==> src/rtl/tsc_pkg.sv <==
package tsc_pkg;

    typedef enum logic [1:0] {
        PH_IDLE   = 2'd0,
        PH_COARSE = 2'd1,
        PH_FINE   = 2'd2
    } phase_e;

endpackage

==> src/rtl/tsc_step_counter.sv <==
module tsc_step_counter #(
    parameter int W = 4
) (
    input  logic         clk,
    input  logic         rst_n,
    input  logic         load_i,
    input  logic [W-1:0] load_val_i,
    input  logic         step_i,
    input  logic         down_i,
    output logic [W-1:0] q_o
);

    logic [W-1:0] cnt_d, cnt_q;

    always_comb begin
        cnt_d = cnt_q;
        if (load_i) begin
            cnt_d = load_val_i;
        end else if (step_i) begin
            cnt_d = down_i ? cnt_q - 1'b1 : cnt_q + 1'b1;
        end
    end

    always_ff @(posedge clk or negedge rst_n) begin
        if (!rst_n) cnt_q <= '0;
        else        cnt_q <= cnt_d;
    end

    assign q_o = cnt_q;

endmodule

==> src/rtl/tsc_ref_decoder.sv <==
module tsc_ref_decoder #(
    parameter  int W     = 4,
    localparam int LINES = 1 << W
) (
    input  logic [W-1:0]     sel_i,
    input  logic             en_i,
    output logic [LINES-1:0] line_o
);

    for (genvar k = 0; k < LINES; k++) begin : g_line
        assign line_o[k] = en_i && (sel_i == W'(k));
    end

endmodule

==> src/rtl/tsc_nibble_merge.sv <==
module tsc_nibble_merge #(
    parameter  int W  = 4,
    localparam int OW = 2 * W
) (
    input  logic [W-1:0]  hi_i,
    input  logic [W-1:0]  lo_i,
    output logic [OW-1:0] code_o
);

    logic [OW-1:0] hi_ext, lo_ext;

    assign hi_ext = {hi_i, {W{1'b0}}};
    assign lo_ext = {{W{1'b0}}, lo_i};
    assign code_o = hi_ext - lo_ext;

endmodule

==> src/rtl/twostep_conv_seq.sv <==
module twostep_conv_seq
    import tsc_pkg::*;
#(
    parameter  int NIB_W  = 4,
    localparam int LEVELS = 1 << NIB_W,
    localparam int CODE_W = 2 * NIB_W
) (
    input  logic              clk,
    input  logic              rst_n,
    input  logic              start_i,
    input  logic              cmp_i,
    output logic [NIB_W-1:0]  cnt_o,
    output logic              coarse_sel_o,
    output logic [LEVELS-1:0] ref_line_o,
    output logic              busy_o,
    output logic              done_o,
    output logic [CODE_W-1:0] code_o
);

    localparam logic [NIB_W-1:0] CNT_TOP = {NIB_W{1'b1}};
    localparam logic [NIB_W-1:0] CNT_BOT = {NIB_W{1'b0}};

    typedef struct packed {
        phase_e           phase;
        logic             tripped;
        logic [NIB_W-1:0] coarse;
        logic [NIB_W-1:0] fine;
        logic             done;
    } seq_t;

    seq_t s_d, s_q;

    logic             ld;
    logic [NIB_W-1:0] ld_val;
    logic             step;
    logic             down;
    logic [NIB_W-1:0] cnt;
    logic [NIB_W-1:0] dec_sel;
    logic             in_coarse;
    logic             active;

    tsc_step_counter #(.W(NIB_W)) u_cnt (
        .clk        (clk),
        .rst_n      (rst_n),
        .load_i     (ld),
        .load_val_i (ld_val),
        .step_i     (step),
        .down_i     (down),
        .q_o        (cnt)
    );

    always_comb begin
        s_d    = s_q;
        s_d.done = 1'b0;
        ld     = 1'b0;
        ld_val = CNT_BOT;
        step   = 1'b0;
        down   = 1'b0;
        case (s_q.phase)
            PH_IDLE: begin
                if (start_i) begin
                    s_d.phase   = PH_COARSE;
                    s_d.tripped = 1'b0;
                    ld          = 1'b1;
                    ld_val      = CNT_TOP;
                end
            end
            PH_COARSE: begin
                step = 1'b1;
                down = 1'b1;
                if (!s_q.tripped && (cmp_i || cnt == CNT_BOT)) begin
                    s_d.coarse  = cnt;
                    s_d.tripped = 1'b1;
                end
                if (cnt == CNT_BOT) begin
                    s_d.phase   = PH_FINE;
                    s_d.tripped = 1'b0;
                    ld          = 1'b1;
                    ld_val      = CNT_BOT;
                end
            end
            PH_FINE: begin
                step = 1'b1;
                if (!s_q.tripped && (cmp_i || cnt == CNT_TOP)) begin
                    s_d.fine    = cnt;
                    s_d.tripped = 1'b1;
                end
                if (cnt == CNT_TOP) begin
                    s_d.phase = PH_IDLE;
                    s_d.done  = 1'b1;
                    ld        = 1'b1;
                    ld_val    = CNT_BOT;
                end
            end
            default: begin
                s_d.phase = PH_IDLE;
            end
        endcase
    end

    always_ff @(posedge clk or negedge rst_n) begin
        if (!rst_n) begin
            s_q <= '{phase: PH_IDLE, tripped: 1'b0, coarse: '0, fine: '0, done: 1'b0};
        end else begin
            s_q <= s_d;
        end
    end

    assign in_coarse = (s_q.phase == PH_COARSE);
    assign active    = (s_q.phase != PH_IDLE);
    assign dec_sel   = in_coarse ? cnt : s_q.coarse;

    tsc_ref_decoder #(.W(NIB_W)) u_dec (
        .sel_i  (dec_sel),
        .en_i   (active),
        .line_o (ref_line_o)
    );

    tsc_nibble_merge #(.W(NIB_W)) u_merge (
        .hi_i   (s_q.coarse),
        .lo_i   (s_q.fine),
        .code_o (code_o)
    );

    assign cnt_o        = cnt;
    assign coarse_sel_o = in_coarse;
    assign busy_o       = active;
    assign done_o       = s_q.done;

endmodule

==> config.mk <==
export PLATFORM = sky130hd
export DESIGN_NAME = twostep_conv_seq
export DESIGN_NICKNAME = d
export VERILOG_FILES = /design/src/rtl/tsc_pkg.sv /design/src/rtl/tsc_step_counter.sv /design/src/rtl/tsc_ref_decoder.sv /design/src/rtl/tsc_nibble_merge.sv /design/src/rtl/twostep_conv_seq.sv
export SDC_FILE = /design/constraint.sdc
export NUM_CORES = 1
export LEC_CHECK = 0
export ABC_AREA = 1
export BUFFER_PORTS_ARGS = -buffer_cell sky130_fd_sc_hd__buf_4
export CORE_MARGIN = 3
export CORE_UTILIZATION = 52
export CTS_BUF_LIST = sky130_fd_sc_hd__clkbuf_16
export DETAILED_ROUTE_END_ITERATION = 16
export PLACE_DENSITY = 0.9
export SETUP_SLACK_MARGIN = 0.05
export SYNTH_ARGS = -nofsm -noshare
export SYNTH_HDL_FRONTEND = slang
export SYNTH_HIERARCHICAL = 1
export SYNTH_SLANG_ARGS = --single-unit
==> constraint.sdc <==
create_clock -name clk -period 2.01 [get_ports clk]
set_input_delay 0.1005 -clock clk [delete_from_list [all_inputs] [get_ports clk]]
set_output_delay 0.1005 -clock clk [all_outputs]
set_load 0.1 [all_outputs]
# == Word level (Yosys, flattened, before mapping) ==
# Cells that the tools add are included.
# totals
mem_count,0
inputBits,4
rom_bits,0
ff_bits,16
latchBits,0
output_inout_bits,31
word_cells,84
ramBits,0
# classes
mul,0
addsub,3
bitwise,0
n_reduce_logical,32
n_shift,0
n_lt_le_gt_ge,0
muxes,20
n_eq_ne,23
div_mod_pow,0
# ops
op,count
$eq 4x4->1 const B,9
$mux 4,6
$logic_and 1x1->1,18
$eq 4x3->1 const B,4
$eq 4x2->1 const B,2
$logic_not 4->1,2
$sub 8x4->8,1
$mux 1,7
$mux 3,2
$ne 2x2->1 const B,3
$pmux 1 s3,2
$pmux 2 s3,1
$mux 5,1
$add 4x1->4 const B,1
$eq 4x1->1 const B,1
$reduce_and 2->1,2
$reduce_and 4->1,1
$reduce_bool 2->1,2
$sub 4x1->4 const B,1
$ne 3x1->1 const B,1
$reduce_and 3->1,1
$reduce_bool 3->1,1
$eq 2x1->1 const B,1
$eq 2x2->1 const B,1
other kinds (6),7

# == Longest topological paths before layout ==
# Gate-level depths: netlist (run 1).
# logic_depth
depth_word,6
ltp_mapped,9
depth_no_buf,9

# == By module ==
# The synthesis (run 1) kept the hierarchy.
# by_module_without_submodules
mod,seq_area_each_um2,instances,area_each_um2,cells_each
twostep_conv_seq,300.3,1,725.7,93
tsc_step_counter,100.1,1,287.8,38
tsc_nibble_merge,0.0,1,161.4,31
tsc_ref_decoder,0.0,1,126.4,32

# == Worst setup path after synthesis (run 1) ==
# OpenSTA, ideal clock, no wires.
# synth_path
kind,register to output
from,register s_q[11] (netlist name)
to,output ref_line_o[11]
t_required_ns,1.910
t_arrival_ns,3.639
n_path_buf,0
path_stages_with_launch,7
slack_ns,-1.729
cell_sequence,dfrtp_1 inv_1 ha_1 inv_1 o21ai_0 nand3_1 nor2_1
# synth_via
elab_chain_cells,4
word_cells_on_any_way,5
classes_between,2 x eq/ne; 1 x mux; 2 x reduce/logical
# synth_rtl
element,line,text
start: declaration,twostep_conv_seq.sv:31,"seq_t s_d, s_q;"
start signal: assignment,twostep_conv_seq.sv:103,"s_q <= '{phase: PH_IDLE, tripped: 1'b0, coarse: '0, fine: '0, done: 1'b0};"
$eq 2x1->1,twostep_conv_seq.sv:109,assign in_coarse = (s_q.phase == PH_COARSE);
net coarse_sel_o,twostep_conv_seq.sv:13,"output logic coarse_sel_o,"
$mux 4,twostep_conv_seq.sv:111,assign dec_sel = in_coarse ? cnt : s_q.coarse;
net dec_sel[0],twostep_conv_seq.sv:38,logic [NIB_W-1:0] dec_sel;
$eq 4x4->1,tsc_ref_decoder.sv:11,assign line_o[k] = en_i && (sel_i == W'(k));
$logic_and 1x1->1,tsc_ref_decoder.sv:11,
end: declaration,twostep_conv_seq.sv:14,"output logic [LEVELS-1:0] ref_line_o,"
# The timed path passes the listed nets, and every way through them passes these cells.

# == Worst setup path in the final report (run 1) ==
# layout_path
from,register s_q[11] (netlist name)
to,output ref_line_o[5]
# layout_via
elab_chain_cells,4
word_cells_on_any_way,5
classes_between,2 x eq/ne; 1 x mux; 2 x reduce/logical
# layout_rtl
element,line
$eq 2x1->1,twostep_conv_seq.sv:109
$mux 4,twostep_conv_seq.sv:111
net dec_sel[3],twostep_conv_seq.sv:38
$eq 4x3->1,tsc_ref_decoder.sv:11
$logic_and 1x1->1,tsc_ref_decoder.sv:11
# The timed path passes the listed nets, and every way through them passes these cells.

==> results of run 1 <==
flip-flops by register name (all words and copies together) (netlist names):
signal     count
s_q           11
u_cnt/q_o      4
done_o         1
how the worst max path moves through the flow:
| stage | startpoint | to | slack (ns) | cells after the start |
|---|---|---|---|---|
| detailed placement | s_q[11] | ref_line_o[12] | 0.21 | 9 |
| global placement | s_q[11] | ref_line_o[14] | 0.27 | 7 |
| finish | s_q[11] | ref_line_o[5] | 0.04 | 9 |
| CTS | s_q[11] | ref_line_o[14] | 0.05 | 7 |
| floorplan | s_q[1] | code_o[2] | -0.30 | 3 |
| global route | s_q[11] | ref_line_o[2] | -0.01 | 9 |
layout by cell type, fill, tap and decap left out, types with 5 or more instances in the layout:
cell      n
nand2_2   5
dfrtp_2   5
nor2_1   11
nand3_4   5
buf_4    22
dfrtp_1  11
inv_2     6
buf_12    6
nand2_1  51
buf_6     6
ha_1      6
inv_1    25
nand3_1   7
nor2_4   16
cell type report:
| cell class | instances | area [sq um] | share of cell area, % |
|---|---|---|---|
| sequential | 16 | 406.6 | 18.97 |
| tap | 28 | 35.03 | 1.635 |
| inverter | 33 | 135.1 | 6.305 |
| clock buffer | 3 | 75.07 | 3.503 |
| multi-input combinational | 144 | 1065 | 49.68 |
| timing repair buffer | 39 | 422.9 | 19.73 |
| clock inverter | 1 | 3.754 | 0.1751 |
repair_timing:
action / 4_1_cts / 5_1_grt
endpoints found under the hold margin: 16 / 0
pin swaps: 0 / 5
buffers inserted: 1 / 2
gates resized for setup: 18 / 19
endpoints found under the setup margin: 16 / 19
cloned: 0 / 0
hold buffers: 1 / 0
cell families after synthesis:
| family | synth area share, % |
|---|---|
| compound gates | 11.06 |
| fa+ha+maj | 9.231 |
| flops | 30.77 |
| buf+inv | 10.10 |
| xor+xnor | 2.693 |
| simple gates | 36.15 |
metal layers:
layer  vias up  GRT usage, %  wire (um)
met5         -             0          0
met3        42         4.408        324
met2       120         49.58       2671
li1        689             -          -
met4         0         13.56        429
met1       787         29.34       1987
stage by stage:
step	hold WS, ns	setup TNS (ns)	cells	setup WS (ns)
after global placement	-0.02934	0	256	0.2672
after CTS	0.2422	0	262	0.04832
after detailed placement	-0.02777	0	256	0.2124
after floorplan	-0.1951	-0.3504	194	-0.2983
final	0.2491	0	264	0.04475
after global routing	0.2790	-0.01026	264	-0.01026
==> metrics, run 1 <==
syn_nets 207; total CTS buffers 3; Slew @ Worst Pin between 0.3 and 0.4 ns; status complete, no violations; CTS root buffer clkbuf_16; Overall Global Routing Usage 26.97%; routed length per instance a little over 20 um; total number of vias 1638; initial core utilization 56.64%; DR vias/cell 6.205; CP max-delay cell dfrtp_1; # diodes 0; Clk Latency, worst-skew pair 0.25 ns; routability congestion estimate 0.8449; crit path max fanout 9; Setup CP Type register to output pin; min Tclk post-route 1.965 ns; final worst-path cycle share 97.77%; Reg clk slew, reported paths 0.05 ns; drt drc 0; finished layout cell area 2143 sq um; vias in the first global route 1537; top-count cell post-synth nand2_1; maximum clock frequency 508.8 MHz; worst-path cell chain inv_2 > ha_4 > inv_8 > nand2_2 > o21ai_4 > inv_2 > nand2_2 > nor2_4 > buf_12; I/O pin count 35; cell count after synthesis approximately 190; total of max-cap violations 0; RSZ-0062 raised after global routing yes; top cells by area, synth dfrtp_1, nand2_1, inv_1; Worst Path Arrival 1.86 ns; antenna-violating nets left 0; core area 2297 sq um; most area-hungry cell type in the Yosys netlist dfrtp_1; Post-Syn Area per Cell 6.707 sq um; Port Buffers 34; final setup violation count 0; reg2reg path depth 8; CTS tree yes; CP required 1.91 ns; Post-DP HPWL 2605 um; HP Class input port to async pin; YS warnings 6; Worst R2R Setup Slack roughly 0.21 ns; share of cells above drive strength 1 roughly two fifths; drt total wl 5412 um; final hold vios 0; iteration-0 DRC count of the detailed router 179; Max H-tree Level 1; Die Ht between 50 and 60 um; Overflow after GRT 0; fill count about 70; Die Width 56.03 um; CTS max path bufs 2; share of synthesized registers carrying an async set or reset 100.0%; synthesized cell area 1301 sq um; Clock Sink Count 16; Synth top cells by count nand2_1, inv_1, nor2_1; Worst setup EP type output pin; Area Growth Syn to Fin 64.71%; worst reg2reg path endpoint u_cnt/q_o[2]; # nets final 250; DP Area 1878 sq um; sequential area share after synthesis 30.77%; register bit total from synthesis 16; Slew Limit Headroom 79.47%; first-pass GRT wire length 6775 um; library cells used by synthesis 25; post-route clock skew 0.005622 ns; CP delay by family, top buffers and inverters; Pre-antenna DRT Iters 6; antenna violations before repair 0; Crit path largest cell delay 0.40 ns; crit start category register; Post-synth EDFFs 0; fin util 93.30%; Yosys top cell area share a little over 30%; worst reg2reg path startpoint s_q[10]; Slew Viols, Final 0; num rows 17; Post-synth top flop dfrtp_1; Die ar. ~3100 sq um; CP bufs+invs 4; largest net degree at the start of global routing 17
Power of run 1 is not shown: default switching activity piles up to over one toggle a cycle in this logic, so the estimate is an artifact.
==> inputs of run 2 (changes only) <==
Settings changed: CORE_UTILIZATION 52 to 49, CTS_CLUSTER_SIZE set to 40, PLACE_DENSITY 0.9 to 0.86, RECOVER_POWER set to 50.
==> metrics, run 2 (same netlist as run 1, synthesis figures left out) <==
status complete, but fails checks; failing checks setup timing; commonest non-fill, non-tap cell in the layout nand2_1; CP required 2.17 ns (+0.26 ns); max reg flops 11 (unchanged); Overall Global Routing Usage 26.27% (-0.70 points); total of max-cap violations 0 (unchanged); Pre-antenna DRT Iters 5 (-1); initial core utilization 52.05% (-4.6 points); min Tclk post-route 2.059 ns (+0.09340 ns); total CTS buffers 3 (unchanged); vias in the first global route 1431 (-6.9%); Slew Limit Headroom 22.97% (-57 points); final setup violation count 2 (+2); Port Buffers 34 (unchanged); largest net degree at the start of global routing 17 (unchanged); Slew Viols, Final 0 (unchanged); num rows 18 (+1); Worst setup EP type register; # nets final 248 (-0.80%); DR vias/cell 5.860 (-5.6%); routed length per instance 18.86 um (-8.0%); Area Growth Syn to Fin 65.00%; Die Ht 57.53 um (+2.7%); Die Width 57.53 um (+2.7%); Largest Register s_q; I/O pin count 35 (unchanged); maximum clock frequency 485.8 MHz (-4.5%); Max H-tree Level 1 (unchanged); antenna violations before repair 0 (unchanged); Worst Path Arrival 2.21 ns (+0.35 ns); Die ar. 3310 sq um (+5.4%); total number of vias 1547 (-5.6%); drt drc 0 (unchanged); CTS max path bufs 2 (unchanged); post-route clock skew 0.003110 ns (-0.002512 ns); # diodes 0 (unchanged); CTS tree yes; crit start category register; Worst R2R Setup Slack -0.05 ns (-0.26 ns); fill count 127 (+79%); Place WS 0.2218 ns (+0.009401 ns); Reg clk slew, reported paths 0.05 ns (about the same); Overflow after GRT 0 (unchanged); antenna-violating nets left 0 (unchanged); Setup CP Type register to register; Clock Sink Count 16 (unchanged); drt total wl 4979 um (-8.0%); iteration-0 DRC count of the detailed router 125 (-30%); first-pass GRT wire length 6693 um (-1.2%); crit path max fanout 6 (-3); Slew @ Worst Pin 1.160 ns (+0.8526 ns); final hold vios 0 (unchanged); final worst-path cycle share 102.4% (+4.6 points); CTS root buffer clkbuf_16; commonest cells after routing, fill and taps aside nand2_1, inv_1, nor2_4; HP Class input port to register; share of cells above drive strength 1 38.89% (-2.6 points); Final WS setup -0.04865 ns (-0.09340 ns); routability congestion estimate 0.8598 (+1.8%); Post-DP HPWL 2666 um (+2.3%); core area 2500 sq um (+8.8%); RSZ-0062 raised after global routing yes; Clk Latency, worst-skew pair 0.25 ns (about the same)
run 2: path summary, 6_finish.rpt:
check,startpoint,end,cells after the start
worst max-delay path,s_q[10],u_cnt/q_o[2],9
worst min register to register,s_q[1],s_q[1],1
max in group asynchronous,rst_n,u_cnt/q_o[2],2
worst max register to register,s_q[10],u_cnt/q_o[2],9
worst min-delay path,start_i,u_cnt/q_o[1],5
min in group asynchronous,rst_n,s_q[10],2
run 2: cell type report:
class,count,area (sq um),area share (%)
clock buffers,3,75.07,3.497
clock inverters,1,3.754,0.1748
inverters,33,135.1,6.294
multi-input cells,144,1067,49.71
flip-flops and latches,16,405.4,18.88
well taps,30,37.54,1.748
repair buffers,37,422.9,19.70
run 2: metal layers:
| layer | GRT usage (%) | vias to the layer above | routed length (um) |
|---|---|---|---|
| met3 | 3.167 | 29 | 352 |
| met4 | 11.59 | 0 | 269 |
| met2 | 45.00 | 97 | 2475 |
| met5 | 0 | - | 0 |
| li1 | - | 689 | - |
| met1 | 32.91 | 732 | 1881 |
run 2: what timing repair did:
| item | in CTS | in global routing |
|---|---|---|
| hold endpoints to repair | 16 | 0 |
| buffers inserted | 1 | 0 |
| gates resized for setup | 27 | 19 |
| hold buffers | 1 | 0 |
| pin swaps | 0 | 4 |
| setup endpoints to repair | 16 | 19 |
run 2: critical path, cell delays in order, from the launching register on:
cell and delay (ns):
dfrtp_1 0.45, inv_2 0.08, ha_1 0.26, inv_1 0.12, nor2_1 0.09, o31ai_1 0.29
inv_1 0.19, nor2_2 0.24, a22oi_1 0.12, o21ai_1 0.12
run 2: metrics by stage:
| stage | TNS [ns] | std cells | area [sq um] | utilization [%] | hold slack [ns] |
|---|---|---|---|---|---|
| 6_report | -0.08306 | 264 | 2147 | 85.89 | 0.3259 |
| 5_1_grt | -0.6195 | 264 | 2147 | 85.89 | 0.3661 |
| 4_1_cts | 0 | 264 | 2088 | 83.53 | 0.2534 |
| 3_5_place_dp | 0 | 258 | 1881 | 75.23 | -0.02803 |
| 3_3_place_gp | 0 | 258 | 1881 | 75.23 | -0.03182 |
| 2_1_floorplan | -0.3504 | 194 | 1588 | - | -0.1951 |
Power of run 2 is left out for the same reason.
==> inputs of run 3 (changes only) <==
Settings changed: ABC_AREA 1 to not set, PLACE_DENSITY 0.86 to 0.87, SLEW_MARGIN set to 20.
==> metrics, run 3 <==
status aborted with a tool error; Failed at global routing (5_1_grt); Run Error [ERROR DPL-0038] Utilization greater than 100%, impossible to legalize; num rows 17 (-1); Post-synth EDFFs 0 (unchanged); top-count cell post-synth nor2_1; Synth top cells by count nor2_1, dfrtp_1, mux2_2; initial core utilization 54.45% (+2.4 points); Post-synth top flop dfrtp_1; largest net degree at the start of global routing 17; Max H-tree Level 1 (unchanged); sequential area share after synthesis 31.71% (+0.95 points); routability congestion estimate 0.8517 (-0.94%); synthesized cell area 1262 sq um (-3.0%); most area-hungry cell type in the Yosys netlist dfrtp_1; CTS root buffer clkbuf_16; syn_nets 146 (-29%); share of synthesized registers carrying an async set or reset 100.0% (unchanged); Place WS -0.07445 ns (-0.2962 ns); register bit total from synthesis 16 (unchanged); I/O pin count 35 (unchanged); Clock Sink Count 16 (unchanged); top cells by area, synth dfrtp_1, mux2_2, ha_1; Post-Syn Area per Cell 9.492 sq um (+42%); Die Width 56.76 um (-1.3%); library cells used by synthesis 47 (+88%); Post-DP HPWL 2775 um (+4.1%); YS warnings 6 (unchanged); Die Ht 56.76 um (-1.3%); GRT repair_timing worst endpoint ref_line_o[0]; CTS max path bufs 2 (unchanged); Yosys top cell area share 31.71% (+0.95 points); total CTS buffers 3 (unchanged); cell count after synthesis 133 (-31%); Port Buffers 34 (unchanged); type of pin the worst path ends at output port
## run 3: cell types whose count changed after synthesis, moves of 3 or more
cell	delta
a21o_1	+3
inv_1	-23
mux2_2	+12
nand2_1	-51
nand3_1	-9
nor2_1	-9
nor3_1	+3
o211ai_1	-3
o21a_1	-3
o21ai_0	-3
## run 3: per-stage QoR
stage	setup TNS [ns]	std cells	hold WS, ns	util, %	instance area [sq um]
after detailed placement	-0.07982	212	-0.02760	82.51	1913
after global placement	0	212	-0.02967	82.51	1913
after CTS	-0.4261	221	0.2563	95.79	2221
after floorplan	-8.223	133	-0.1951	-	1503
## run 3: what timing repair did
item	in CTS
resized for setup	47
hold buffers	1
pin swaps	5
buffers inserted	4
endpoints found under the setup margin	17
hold endpoints to repair	16
## run 3: cells by family after synthesis
family	after synthesis	share of synthesized area, %
buf+inv	14	5.153
simple gates	49	22.60
compound gates	24	13.78
xor+xnor	7	4.856
flops	16	31.71
mux	14	12.39
fa+ha+maj	9	9.515
==> inputs of run 4 (changes only) <==
Settings changed: CORE_UTILIZATION 49 to 34, CTS_BUF_LIST sky130_fd_sc_hd__clkbuf_16 to not set, CTS_CLUSTER_SIZE 40 to not set, PLACE_DENSITY 0.87 to not set, PLACE_DENSITY_LB_ADDON set to 0.15, SETUP_SLACK_MARGIN 0.05 to not set.
==> metrics, run 4 <==
post-route clock skew 0.005549 ns; Post-synth EDFFs 0 (unchanged); Largest Register s_q; Place WS -0.06509 ns (+0.009354 ns); Slew @ Worst Pin 1.159 ns; I/O pin count 35 (unchanged); CTS max path bufs 2 (unchanged); crit path max fanout 4; Die ar. 4480 sq um; Setup CP Type register to output pin; Worst Path Arrival 2.09 ns; Clock Sink Count 16 (unchanged); sequential area share after synthesis 31.71% (unchanged); total CTS buffers 3 (unchanged); most area-hungry cell type in the Yosys netlist dfrtp_1; status complete, but fails checks; initial core utilization 36.68% (-18 points); Post-DP HPWL 2641 um (-4.8%); first-pass GRT wire length between 6000 and 7000 um; synthesized cell area 1262 sq um (unchanged); library cells used by synthesis 47 (unchanged); Post-Syn Area per Cell 9.492 sq um (unchanged); Port Buffers 34 (unchanged); Slew Viols, Final 0; Max H-tree Level 1 (unchanged); share of cells above drive strength 1 between 60% and 70%; CP max-delay cell or3b_4; DR vias/cell 5.093; Die Width 66.94 um (+18%); top cells by area, synth dfrtp_1, mux2_2, ha_1; iteration-0 DRC count of the detailed router 48; Yosys top cell area share 31.71% (unchanged); Reg clk slew, reported paths ~0.070 ns; min Tclk post-route 2.188 ns; # nets final 216; top-count cell post-synth nor2_1; Clk Latency, worst-skew pair 0.26 ns; CTS tree yes; antenna-violating nets left 0; total number of vias 1263; syn_nets 146 (unchanged); final worst-path cycle share 108.8%; worst-path cell chain inv_2 > ha_4 > mux2_4 > or3b_4 > nor3_4 > buf_12; YS warnings 6 (unchanged); num rows 21 (+4); Overall Global Routing Usage 18.50%; final setup violation count 12; cell count after synthesis 133 (unchanged); commonest non-fill, non-tap cell in the layout buf_4; Area Growth Syn to Fin 86.52%; register bit total from synthesis 16 (unchanged); failing checks setup timing; HP Class input port to register; # diodes 0; drt drc 0; final hold vios 0; largest net degree at the start of global routing 17; routed length per instance 15.18 um; core area around 3400 sq um; Pre-antenna DRT Iters 4; Worst setup EP type output pin; drt total wl 3765 um; Final WS setup -0.1776 ns; Synth top cells by count nor2_1, dfrtp_1, mux2_2; CTS root buffer clkbuf_8; RSZ-0062 raised after global routing yes; Post-synth top flop dfrtp_1; maximum clock frequency 457.1 MHz; Die Ht 66.94 um (+18%); share of synthesized registers carrying an async set or reset 100.0% (unchanged); CP required 1.91 ns; Slew Limit Headroom 23.04%; antenna violations before repair 0; Overflow after GRT 0; vias in the first global route 1323; Crit path largest cell delay 0.46 ns; commonest cells after routing, fill and taps aside buf_4, buf_12, nor2_4; total of max-cap violations 0; routability congestion estimate 0.8124 (-4.6%); max reg flops 11; crit start category register
run 4: cell counts after synthesis:
Identical to the previous run, type by type.
run 4: through the flow:
stage	utilization [%]	cell area [sq um]	std cells	hold slack (ns)	TNS, ns
after floorplan	-	1503	133	-0.1951	-8.223
after global placement	57.47	1978	234	-0.02495	-0.003333
after detailed placement	57.47	1978	234	-0.02207	-0.07707
after CTS	65.76	2263	244	0.2318	-0.5443
after global routing	68.41	2355	248	0.2499	-2.168
final	68.41	2355	248	0.2387	-0.8588
run 4: what timing repair did:
item                                    CTS  global route
pin swaps                                 9             4
gates resized for setup                  45            17
endpoints found under the setup margin   17            17
setup buffers                             6             4
hold buffers                              1             0
endpoints found under the hold margin    16             0
run 4: per-layer routing:
metal	vias up	track usage [%]	routed length (um)
li1	609	-	-
met1	619	21.04	1551
met2	31	34.53	2045
met3	4	3.204	131
met4	0	5.823	38
met5	-	0	0
run 4: area by class of cell:
| cell class | count | area (sq um) |
|---|---|---|
| Fill cell | 252 | 1087 |
| Multi-Input combinational cell | 103 | 1064 |
| Timing Repair Buffer | 69 | 732.0 |
| Sequential cell | 16 | 405.4 |
| Tap cell | 46 | 57.56 |
| Clock buffer | 4 | 55.05 |
| Inverter | 10 | 41.29 |
run 4: final timing paths:
path / startpoint / endpoint / slack (ns) / cells after the start
max: s_q[11] / ref_line_o[0] / -0.18 / 6
min: start_i / s_q[11] / 0.24 / 3
max reg2reg: s_q[11] / u_cnt/q_o[3] / -0.06 / 9
min reg2reg: s_q[2] / s_q[2] / 0.59 / 1
max in group asynchronous: rst_n / u_cnt/q_o[2] / 0.86 / 2
min in group asynchronous: rst_n / s_q[11] / 0.51 / 2
run 4: logic make-up (layout without fill, tap and decap cells):
kind of cell | after synthesis | in the layout | synth area share (%)
and+or+nand+nor | 49 | 49 | 22.60
AOI/OAI and AO/OA | 24 | 24 | 13.78
DFF | 16 | 16 | 31.71
muxes | 14 | 14 | 12.39
buffers and inverters | 14 | 83 | 5.153
adders and majority gates | 9 | 9 | 9.515
xor gates and xnor gates | 7 | 7 | 4.856
run 4: critical path: cells and delay by family (launching register included):
kind,cells,cell delay [ns]
adders and majority gates,1,0.16
buffers and inverters,2,0.28
DFF,1,0.39
muxes,1,0.34
and+or+nand+nor,2,0.65
Power of run 4 is left out for the same reason.
